===== config.mk =====
export PLATFORM = sky130hd
export DESIGN_NAME = ccd_tgen
export DESIGN_NICKNAME = d
export VERILOG_FILES = /design/src/rtl/ccd_tgen_pkg.sv /design/src/rtl/ccd_tgen_cnt.sv /design/src/rtl/ccd_tgen_hv.sv /design/src/rtl/ccd_tgen_ofd.sv /design/src/rtl/ccd_tgen.sv
export SDC_FILE = /design/constraint.sdc
export NUM_CORES = 1
export LEC_CHECK = 0
export ABC_AREA = 1
export BUFFER_PORTS_ARGS = -buffer_cell sky130_fd_sc_hd__buf_2
export CORE_ASPECT_RATIO = 0.75
export CORE_UTILIZATION = 25
export CTS_CLUSTER_DIAMETER = 120
export CTS_CLUSTER_SIZE = 28
export DETAILED_ROUTE_END_ITERATION = 8
export GPL_TIMING_DRIVEN = 0
export SLEW_MARGIN = 20
export SYNTH_ARGS = -nofsm -noshare
export SYNTH_HDL_FRONTEND = slang
export SYNTH_SLANG_ARGS = --single-unit

===== constraint.sdc =====
create_clock -name clk_i -period 1.9 [get_ports clk_i]
set_input_delay 0.095 -clock clk_i [delete_from_list [all_inputs] [get_ports clk_i]]
set_output_delay 0.095 -clock clk_i [all_outputs]
set_load 0.02 [all_outputs]

===== src/rtl/ccd_tgen_pkg.sv =====
package ccd_tgen_pkg;
  typedef enum logic {
    ACC_FIELD = 1'b0,
    ACC_FRAME = 1'b1
  } acc_mode_e;

  function automatic int maxi(int a, int b);
    return (a > b) ? a : b;
  endfunction
endpackage


===== src/rtl/ccd_tgen_cnt.sv =====
module ccd_tgen_cnt
  import ccd_tgen_pkg::*;
#(
  parameter int PIX_PER_LINE = 2640,
  parameter int FIELD_LINES  = 455,
  parameter int FRAME_LINES  = 848,
  parameter int PW           = 12,
  parameter int LW           = 10
) (
  input  logic          clk_i,
  input  logic          rst_ni,
  input  logic          mode_req_i,
  output logic [PW-1:0] pix_o,
  output logic [LW-1:0] line_o,
  output acc_mode_e     mode_o,
  output logic          valid_o
);
  logic [PW-1:0] pix_q;
  logic [LW-1:0] line_q;
  acc_mode_e     mode_q;
  logic          valid_q;
  logic          line_end, period_end;
  logic [LW-1:0] last_line;
  acc_mode_e     req_mode;

  assign req_mode   = acc_mode_e'(mode_req_i);
  assign last_line  = (mode_q == ACC_FRAME) ? LW'(FRAME_LINES) : LW'(FIELD_LINES);
  assign line_end   = (pix_q == PW'(PIX_PER_LINE - 1));
  assign period_end = line_end && (line_q == last_line);

  always_ff @(posedge clk_i or negedge rst_ni) begin
    if (!rst_ni) begin
      pix_q   <= '0;
      line_q  <= LW'(1);
      mode_q  <= ACC_FIELD;
      valid_q <= 1'b0;
    end else begin
      pix_q <= line_end ? '0 : pix_q + 1'b1;
      if (line_end) line_q <= period_end ? LW'(1) : line_q + 1'b1;
      // request is taken only at the period boundary
      if (period_end) begin
        mode_q  <= req_mode;
        valid_q <= (req_mode == mode_q);
      end
    end
  end

  assign pix_o   = pix_q;
  assign line_o  = line_q;
  assign mode_o  = mode_q;
  assign valid_o = valid_q;
endmodule


===== src/rtl/ccd_tgen_hv.sv =====
module ccd_tgen_hv
  import ccd_tgen_pkg::*;
#(
  parameter int PIX_PER_LINE = 2640,
  parameter int FIELD_LINES  = 455,
  parameter int RO_WIDTH     = 126,
  parameter int RO_A_START   = 698,
  parameter int RO_B_START   = 1034,
  parameter int PW           = 12,
  parameter int LW           = 10
) (
  input  logic [PW-1:0] pix_i,
  input  logic [LW-1:0] line_i,
  input  acc_mode_e     mode_i,
  output logic          hd_o,
  output logic          vd_o,
  output logic [1:0]    ro_o
);
  localparam int HALF_LINE = FIELD_LINES / 2;
  localparam int HALF_PIX  = PIX_PER_LINE / 2;

  logic vd_top, vd_mid;

  assign hd_o   = (pix_i == '0);
  assign vd_top = (pix_i == '0) && (line_i == LW'(1));
  assign vd_mid = (mode_i == ACC_FIELD) && (line_i == LW'(HALF_LINE))
                  && (pix_i == PW'(HALF_PIX));
  assign vd_o   = vd_top || vd_mid;

  // readout windows: frame mode reads the two passes on consecutive lines
  for (genvar g = 0; g < 2; g++) begin : g_ro
    localparam int START = (g == 0) ? RO_A_START : RO_B_START;
    logic          in_pix;
    logic [LW-1:0] ro_line;
    assign in_pix  = (pix_i >= PW'(START)) && (pix_i < PW'(START + RO_WIDTH));
    assign ro_line = (mode_i == ACC_FRAME) ? LW'(g + 1) : LW'(1);
    assign ro_o[g] = in_pix && (line_i == ro_line);
  end
endmodule


===== src/rtl/ccd_tgen_ofd.sv =====
module ccd_tgen_ofd
  import ccd_tgen_pkg::*;
#(
  parameter int FIELD_LINES = 455,
  parameter int SHUT_LINE   = 2,
  parameter int SHUT_PIX    = 152,
  parameter int SHUT_WIDTH  = 56,
  parameter int SWEEP_START = 2,
  parameter int SWEEP_LINES = 64,
  parameter int SETTLE_CYC  = 180000,
  parameter int PW          = 12,
  parameter int LW          = 10
) (
  input  logic          clk_i,
  input  logic          rst_ni,
  input  logic [PW-1:0] pix_i,
  input  logic [LW-1:0] line_i,
  input  acc_mode_e     mode_i,
  output logic          ofdc_o,
  output logic          shut_o,
  output logic          sweep_o,
  output logic          expo_ok_o
);
  localparam int HALF_LINE = FIELD_LINES / 2;
  localparam int SW        = $clog2(SETTLE_CYC + 1);

  logic [SW-1:0] settle_q;
  logic          settled;
  logic [1:0]    shut_hit;
  logic          shut_pix;

  always_ff @(posedge clk_i or negedge rst_ni) begin
    if (!rst_ni) begin
      settle_q <= '0;
    end else if (mode_i == ACC_FRAME) begin
      if (!settled) settle_q <= settle_q + 1'b1;
    end else begin
      settle_q <= '0;
    end
  end

  assign settled  = (settle_q == SW'(SETTLE_CYC));
  assign ofdc_o   = (mode_i == ACC_FRAME);
  assign sweep_o  = (mode_i == ACC_FRAME) && (line_i >= LW'(SWEEP_START))
                    && (line_i < LW'(SWEEP_START + SWEEP_LINES));
  assign expo_ok_o = ofdc_o && settled && !sweep_o;

  // one shutter pulse per field
  assign shut_pix = (pix_i >= PW'(SHUT_PIX)) && (pix_i < PW'(SHUT_PIX + SHUT_WIDTH));
  for (genvar g = 0; g < 2; g++) begin : g_shut
    assign shut_hit[g] = (line_i == LW'(SHUT_LINE + g * HALF_LINE));
  end
  assign shut_o = (mode_i == ACC_FIELD) && shut_pix && (|shut_hit);
endmodule


===== src/rtl/ccd_tgen.sv =====
module ccd_tgen
  import ccd_tgen_pkg::*;
#(
  parameter int PIX_PER_LINE = 2640,
  parameter int FIELD_LINES  = 455,
  parameter int FRAME_LINES  = 848,
  parameter int RO_WIDTH     = 126,
  parameter int RO_A_START   = 698,
  parameter int RO_B_START   = 1034,
  parameter int SHUT_LINE    = 2,
  parameter int SHUT_PIX     = 152,
  parameter int SHUT_WIDTH   = 56,
  parameter int SWEEP_START  = 2,
  parameter int SWEEP_LINES  = 64,
  parameter int SETTLE_CYC   = 180000,
  localparam int PW          = $clog2(PIX_PER_LINE),
  localparam int LW          = $clog2(maxi(FIELD_LINES, FRAME_LINES) + 1)
) (
  input  logic          clk_i,
  input  logic          rst_ni,
  input  logic          mode_req_i,
  output logic [PW-1:0] pix_o,
  output logic [LW-1:0] line_o,
  output logic          mode_o,
  output logic          hd_o,
  output logic          vd_o,
  output logic          ro_a_o,
  output logic          ro_b_o,
  output logic          valid_o,
  output logic          ofdc_o,
  output logic          shut_o,
  output logic          sweep_o,
  output logic          expo_ok_o
);
  acc_mode_e mode;
  logic [1:0] ro;

  ccd_tgen_cnt #(
    .PIX_PER_LINE(PIX_PER_LINE), .FIELD_LINES(FIELD_LINES),
    .FRAME_LINES(FRAME_LINES), .PW(PW), .LW(LW)
  ) u_cnt (
    .clk_i(clk_i), .rst_ni(rst_ni), .mode_req_i(mode_req_i),
    .pix_o(pix_o), .line_o(line_o), .mode_o(mode), .valid_o(valid_o)
  );

  ccd_tgen_hv #(
    .PIX_PER_LINE(PIX_PER_LINE), .FIELD_LINES(FIELD_LINES), .RO_WIDTH(RO_WIDTH),
    .RO_A_START(RO_A_START), .RO_B_START(RO_B_START), .PW(PW), .LW(LW)
  ) u_hv (
    .pix_i(pix_o), .line_i(line_o), .mode_i(mode),
    .hd_o(hd_o), .vd_o(vd_o), .ro_o(ro)
  );

  ccd_tgen_ofd #(
    .FIELD_LINES(FIELD_LINES), .SHUT_LINE(SHUT_LINE), .SHUT_PIX(SHUT_PIX),
    .SHUT_WIDTH(SHUT_WIDTH), .SWEEP_START(SWEEP_START), .SWEEP_LINES(SWEEP_LINES),
    .SETTLE_CYC(SETTLE_CYC), .PW(PW), .LW(LW)
  ) u_ofd (
    .clk_i(clk_i), .rst_ni(rst_ni), .pix_i(pix_o), .line_i(line_o), .mode_i(mode),
    .ofdc_o(ofdc_o), .shut_o(shut_o), .sweep_o(sweep_o), .expo_ok_o(expo_ok_o)
  );

  assign mode_o = mode;
  assign ro_a_o = ro[0];
  assign ro_b_o = ro[1];
endmodule


==> run_results.csv, run 1 <==
group,metric,value,unit
run_status,outcome,"completed",
placed_design,gp_congestion,0.901,
clock_network,cts.sinks,42,
floorplanning,die_area,12200,um2
power_and_ir_drop,powerDensity,493,nW/um2
finish,drive_above_1_share,16.4,%
worst_setup_path,startpoint_type,"flop",
floorplanning,io_pins,35,
grt,grt.busiest_layer,"met1",
placed_design,place_area,3300,um2
worst_hold_path,min_from,"mode_req_i",
power_and_ir_drop,clkPwrFrac,47.7,%
worst_setup_path,slowest_delay,0.51,ns
worst_setup_path,cpMaxStageDelayCell,"dfrtp_1",
clock_network,clockBufferDepth,2,
clock_network,root_buffer,"clkbuf_16",
worst_setup_path,end_kind,"output port",
grt,grt_max_degree,43,
grt,gr-total-overflow,0,
timing,final_max_slew_viol_count,0,
worst_setup_path,critical-path-top-delay-family,"simple AND/OR/NAND/NOR gates",
timing,finalHoldViolCount,0,
power_and_ir_drop,p_comb_share,1.3,%
drt,drc,0,
clock_network,cts_buffers,5,
power_and_ir_drop,p_switching,0.378,mW
finish,syn2layout_area_growth,21.0,%
worst_setup_path,crit_fanout,8,
drt,drtAntennaViolNets,0,
logic_synthesis,synth-seq-cells,42,
timing,setup_viol,0,
floorplanning,rows,33,
finish,nets,504,
clock_network,clock_latency,0.29,ns
grt,antenna_found_initial,0,
clock_network,clk_pin_slew,0.06,ns
drt,finalWirelength,8230,um
timing,post-route-period-util,96.7,%
grt,grt.met1_usage,21.1,%
floorplanning,start_util,26.2,%
timing,rsz0062_at_grt,"true",
power_and_ir_drop,p_int,1.37,mW
floorplanning,coreArea,11200,um2
grt,grt_first_pass_wirelength,13400,um
clock_network,htree_levels,2,
logic_synthesis,avgSynthCellArea,6.53,um2
timing,slew_headroom,62.9,%
worst_setup_path,path_cells,"inv_2 -> nand3_1 -> nor3_1 -> nor2_4 -> nor2_1 -> buf_2",
logic_synthesis,yosys_warnings,0,
floorplanning,fp.dieH,95.9,um
placed_design,place_hpwl,6160,um
power_and_ir_drop,total_power,1.75,mW
logic_synthesis,synthCells,450,
finish,diodes,0,
worst_hold_path,hold_path_class,"primary input to flop",
grt,grt_pass1_vias,2750,
timing,max_slew.worst_pin.slew,0.556,ns
timing,finClkSkew,0.00797,ns
timing,max_freq,544,MHz
grt,grt_use_met3,3.00,%
power_and_ir_drop,irDropWorstVdd,0.304,mV
worst_setup_path,crit_type,"flop to output port",
worst_setup_path,arrival,1.74,ns
timing,min_period,1.84,ns
clock_network,cts_tree,"done",
logic_synthesis,ys_types,28,
drt,routed_via_density,4.65,
logic_synthesis,synth_nets,459,
logic_synthesis,synth_area,2940,um2
floorplanning,die_x,127,um
worst_setup_path,startpoint,"u_cnt.line_o[4]",
placed_design,io_buffers,34,
power_and_ir_drop,power_frac_seq,51.1,%
flow_run,drv_cap,0,
power_and_ir_drop,p_leak,1.78,nW
worst_setup_path,timing.rr.start,"u_cnt.pix_o[1]",
drt,drtIter0Drc,272,
drt,wire_per_inst,12.6,um
drt,vias,3034,
drt,drtPass1Iterations,5,
logic_synthesis,ys_seq_area_share,35.8,%
grt,grt_use_met2,20.6,%
finish,fin_area,3550,um2
grt,grt.total_usage,14.1,%
power_and_ir_drop,swShare,21.6,%
finish,instances_no_fill,652,
placed_design,place_inst,641,
worst_setup_path,cp_data_required_time,1.80,ns
worst_setup_path,critPathBufInv,2,
worst register-to-register path: cells and delay by family (launching register included):
family        cells  cell delay (ns)
simple gates      6             0.92
fa+ha+maj         1             0.27
buf+inv           1             0.04
flops             1             0.44
routing by layer:
metal,vias to the layer above,routed length [um]
met2,118,3340
met5,-,0
met4,0,39
met3,5,645
li1,1505,-
met1,1406,4200
cell type report:
cell class	count	area [um2]
multi-input combinational	334	1650
inverter	68	260
timing repair buffer	38	208
sequential	42	1060
tap	157	196
fill	1238	7630
clock buffer	5	125
buffer	6	50.0
clock inverter	2	10.0
worst paths after layout:
path,end,slack [ns],cells past startpoint
max reg2reg,u_cnt.valid_o,0.13,8
max in group asynchronous,u_ofd.settle_q[0],1.15,2
min reg2reg,u_ofd.settle_q[8],0.51,1
min,u_cnt.mode_o,0.07,3
min in group asynchronous,u_cnt.pix_o[1],0.34,2
max,expo_ok_o,0.06,6
logic make-up after synthesis:
| family | share of synthesized area (%) |
|---|---|
| AND/OR/NAND/NOR | 42.8 |
| buffers and inverters | 10.2 |
| flip-flops | 35.8 |
| AO/OA/AOI/OAI | 5.88 |
| XOR/XNOR | 2.68 |
| adder cells (fa/ha/maj) | 2.56 |
layout by cell type (no fill, tap or decap), drive strengths merged:
cell type    instances
or2                  1
o31ai                1
ha                   6
xor2                 9
nand2              126
nand4               14
and3                 3
dlygate4sd3          1
nor3                15
nand3               38
nor4                 1
a21oi                8
o211ai               2
clkbuf               7
clkinv               2
inv                 68
o21ai               19
o21bai               2
buf                 41
dfstp                1
dfrtp               41
nor2                89
flip-flops by register name (all words and copies together) (netlist names):
signal / count
u_cnt.mode_o: 1
u_cnt.pix_o: 12
u_ofd.settle_q: 18
u_cnt.line_o: 10
u_cnt.valid_o: 1
power by group through the flow:
stage	registers [mW]	clock network, mW	logic [mW]
after floorplan	0.911	0	0.000637
after global placement	0.911	0	0.0219
after detailed placement	0.911	0	0.0225
after CTS	0.894	0.857	0.0225
after global routing	0.893	0.902	0.0280
final	0.894	0.835	0.0225
what timing repair did:
action	in CTS	in global routing
hold buffers	0	1
resized for setup	12	17
pin swaps	1	6
setup endpoints to repair	6	8
buffers inserted	1	2
endpoints found under the hold margin	0	41
metrics by stage:
stage	setup WS, ns	hold slack (ns)	setup TNS [ns]	util, %
finish	0.0628	0.0701	0	31.8
global route	-0.0207	0.0831	-0.0337	31.8
CTS	0.0110	0.0101	0	31.1
detailed placement	0.114	0.318	0	29.5
global placement	0.0778	0.305	0	29.5
floorplan	0.192	-0.201	0	-
cell usage after synthesis:
cell type | count | area (um2)
nand2_1 | 123 | 462
nor2_1 | 85 | 319
inv_1 | 67 | 251
dfrtp_1 | 41 | 1030
nand3_1 | 35 | 175
o21ai_0 | 19 | 95.1
nor3_1 | 15 | 75.1
nand4_1 | 14 | 87.6
xor2_1 | 9 | 78.8
a21oi_1 | 8 | 40.0
ha_1 | 6 | 75.1
and3_1 | 3 | 18.8
nand2_2 | 3 | 18.8
buf_4 | 2 | 15.0
buf_6 | 2 | 22.5
clkbuf_1 | 2 | 7.51
nand3_4 | 2 | 35.0
nor2_2 | 2 | 12.5
o211ai_1 | 2 | 15.0
o21bai_1 | 2 | 15.0
dfstp_2 | 1 | 26.3
inv_2 | 1 | 3.75
nand3_2 | 1 | 10.0
nor2_4 | 1 | 11.3
nor2_8 | 1 | 20.0
nor4_1 | 1 | 6.26
o31ai_1 | 1 | 7.51
or2_2 | 1 | 6.26
(Power assumes the default switching activity.)
==> inputs of run 2 (changes only) <==
--- a/config.mk
+++ b/config.mk
@@ -13,7 +13,9 @@
 export CTS_CLUSTER_SIZE = 28
 export DETAILED_ROUTE_END_ITERATION = 8
 export GPL_TIMING_DRIVEN = 0
+export SETUP_SLACK_MARGIN = 0.4
 export SLEW_MARGIN = 20
 export SYNTH_ARGS = -nofsm -noshare
 export SYNTH_HDL_FRONTEND = slang
 export SYNTH_SLANG_ARGS = --single-unit
+export TNS_END_PERCENT = 10
==> run 2 against run 1 <==
Die area stayed put. Critical path depth is 3 higher. Sequential power hardly changed. Largest power group is now the clock network. Power is 7.8% higher. Hold slack better by 0.0069 ns. Cell count is 3.1% higher. Sequential cell count stayed put. Via count is 0.49% higher. Clock power is 16% higher. Wire length is 1.0% higher. Non-clock buffer count is 19 higher.
==> run_results.csv, run 2 (same netlist as run 1, synthesis figures left out) <==
group,metric,value,unit
clock_network,clock_latency,0.29,ns
drt,finalWirelength,8310,um
drt,drtIter0Drc,144,
timing,min_period,1.76,ns
power_and_ir_drop,powerDensity,491,nW/um2
clock_network,clockBufferDepth,2,
finish,final_cell_mix,"nand2_1, nor2_1, inv_1, nand3_1, dfrtp_1",
grt,grt.total_usage,14.0,%
finish,instances_no_fill,672,
timing,finalHoldViolCount,0,
clock_network,cts_buffers,5,
finish,largest_register,"u_ofd.settle_q",
drt,wire_per_inst,12.4,um
timing,fin_ws,0.142,ns
floorplanning,io_pins,35,
worst_setup_path,cp_data_required_time,1.80,ns
flow_run,drv_cap,0,
placed_design,io_buffers,34,
timing,setup_viol,0,
grt,grt_max_degree,43,
timing,finClkSkew,0.00801,ns
worst_setup_path,end_kind,"output port",
clock_network,clk_pin_slew,0.06,ns
finish,multi_input_area,1720,um2
timing,max_freq,569,MHz
finish,largest_reg_flops,18,
finish,fillers,1194,
grt,grt_pass1_vias,2798,
placed_design,gp_congestion,0.881,
floorplanning,start_util,26.2,%
finish,diodes,0,
floorplanning,fp.dieH,95.9,um
timing,final_max_slew_viol_count,0,
clock_network,cts_tree,"done",
placed_design,place_hpwl,6080,um
timing,max_slew.worst_pin.slew,0.550,ns
drt,routed_via_density,4.54,
worst_setup_path,crit_fanout,3,
timing,rsz0062_at_grt,"true",
run_status,outcome,"completed",
worst_setup_path,arrival,1.66,ns
placed_design,place_inst,641,
worst_setup_path,crit_type,"flop to output port",
finish,layout_commonest_cell,"nand2_1",
clock_network,root_buffer,"clkbuf_16",
finish,nets,523,
worst_hold_path,hold_path_class,"primary input to flop",
placed_design,post-place-ws,0.0571,ns
grt,gr-total-overflow,0,
finish,seqCellArea,1060,um2
floorplanning,rows,33,
timing,tns,0,ns
finish,syn2layout_area_growth,30.8,%
grt,antenna_found_initial,0,
timing,post-route-period-util,92.5,%
drt,drc,0,
worst_setup_path,cpMaxStageDelayCell,"dfrtp_1",
clock_network,cts.sinks,42,
grt,grt_first_pass_wirelength,13500,um
floorplanning,coreArea,11200,um2
floorplanning,die_area,12200,um2
floorplanning,die_x,127,um
timing,slew_headroom,63.3,%
drt,drtPass1Iterations,5,
drt,drtAntennaViolNets,0,
worst_setup_path,slowest_delay,0.39,ns
power_and_ir_drop,irDropWorstVdd,0.278,mV
power_and_ir_drop,p_leak,1.89,nW
worst_setup_path,path_cells,"buf_6 -> inv_6 -> nand2_4 -> nor3_4 -> nand2_1 -> nor2_2 -> nand3_2 -> nor2_2 -> buf_6",
drt,vias,3049,
finish,drive_above_1_share,22.9,%
worst_setup_path,startpoint_type,"flop",
clock_network,htree_levels,2,
run 2: cell types whose count changed in the layout (fill, tap and decap cells not counted), moves of 5 or more:
cell	previous run	this run
nor2_2	3	8
nor2_1	81	75
dfrtp_1	36	31
dfrtp_2	5	10
buf_2	32	27
buf_4	6	27
run 2: per-stage QoR:
stage          power, mW  cell area, um2  utilization [%]  hold slack, ns
6_report            1.89            3840             34.3          0.0770
4_1_cts             1.91            3630             32.5          0.0177
5_1_grt             1.95            3840             34.3           0.132
3_3_place_gp       0.933            3320             29.6           0.307
3_5_place_dp       0.934            3320             29.6           0.324
2_1_floorplan      0.912            2950                -          -0.201
run 2: area by class of cell:
type / count / share of cell area (%)
Buffer: 6 / 1.60
Clock buffer: 7 / 3.45
Clock inverter: 1 / 0.782
Inverter: 68 / 6.91
Multi-Input combinational cell: 334 / 44.8
Sequential cell: 42 / 27.7
Tap cell: 157 / 5.11
Timing Repair Buffer: 57 / 9.67
run 2: timing repair:
| action | in CTS | in global routing |
|---|---|---|
| endpoints found under the setup margin | 27 | 38 |
| gates resized for setup | 26 | 35 |
| endpoints found under the hold margin | 0 | 41 |
| setup buffers | 9 | 13 |
| hold buffers | 0 | 1 |
| pin swaps | 6 | 13 |
run 2: worst max-delay path: cells and delay by family (launching register included):
| family | cells | cell delay, ns |
|---|---|---|
| DFF | 1 | 0.39 |
| and+or+nand+nor | 6 | 0.67 |
| buffers and inverters | 3 | 0.30 |
run 2: layer usage:
metal,GRT usage (%),wire length [um]
met3,3.56,635
met1,21.1,4340
met2,19.9,3280
met4,2.68,58
met5,0,0
run 2: report_power, final:
group / switching, mW / leakage [nW] / internal (mW)
sequential: 0 / 0.532 / 0.894
combinational: 0.0186 / 1.28 / 0.00385
clock: 0.349 / 0.0781 / 0.622
run 2: path summary, 6_finish.rpt:
path,slack (ns),start,depth (start not counted),endpoint
setup / recovery,0.14,u_cnt.line_o[7],9,ro_a_o
hold / removal,0.08,mode_req_i,3,u_cnt.mode_o
setup reg to reg,0.19,u_cnt.pix_o[1],8,u_cnt.valid_o
hold reg to reg,0.50,u_ofd.settle_q[9],1,u_ofd.settle_q[9]
max in group asynchronous,1.14,rst_ni,2,u_cnt.line_o[2]
min in group asynchronous,0.34,rst_ni,2,u_cnt.pix_o[0]
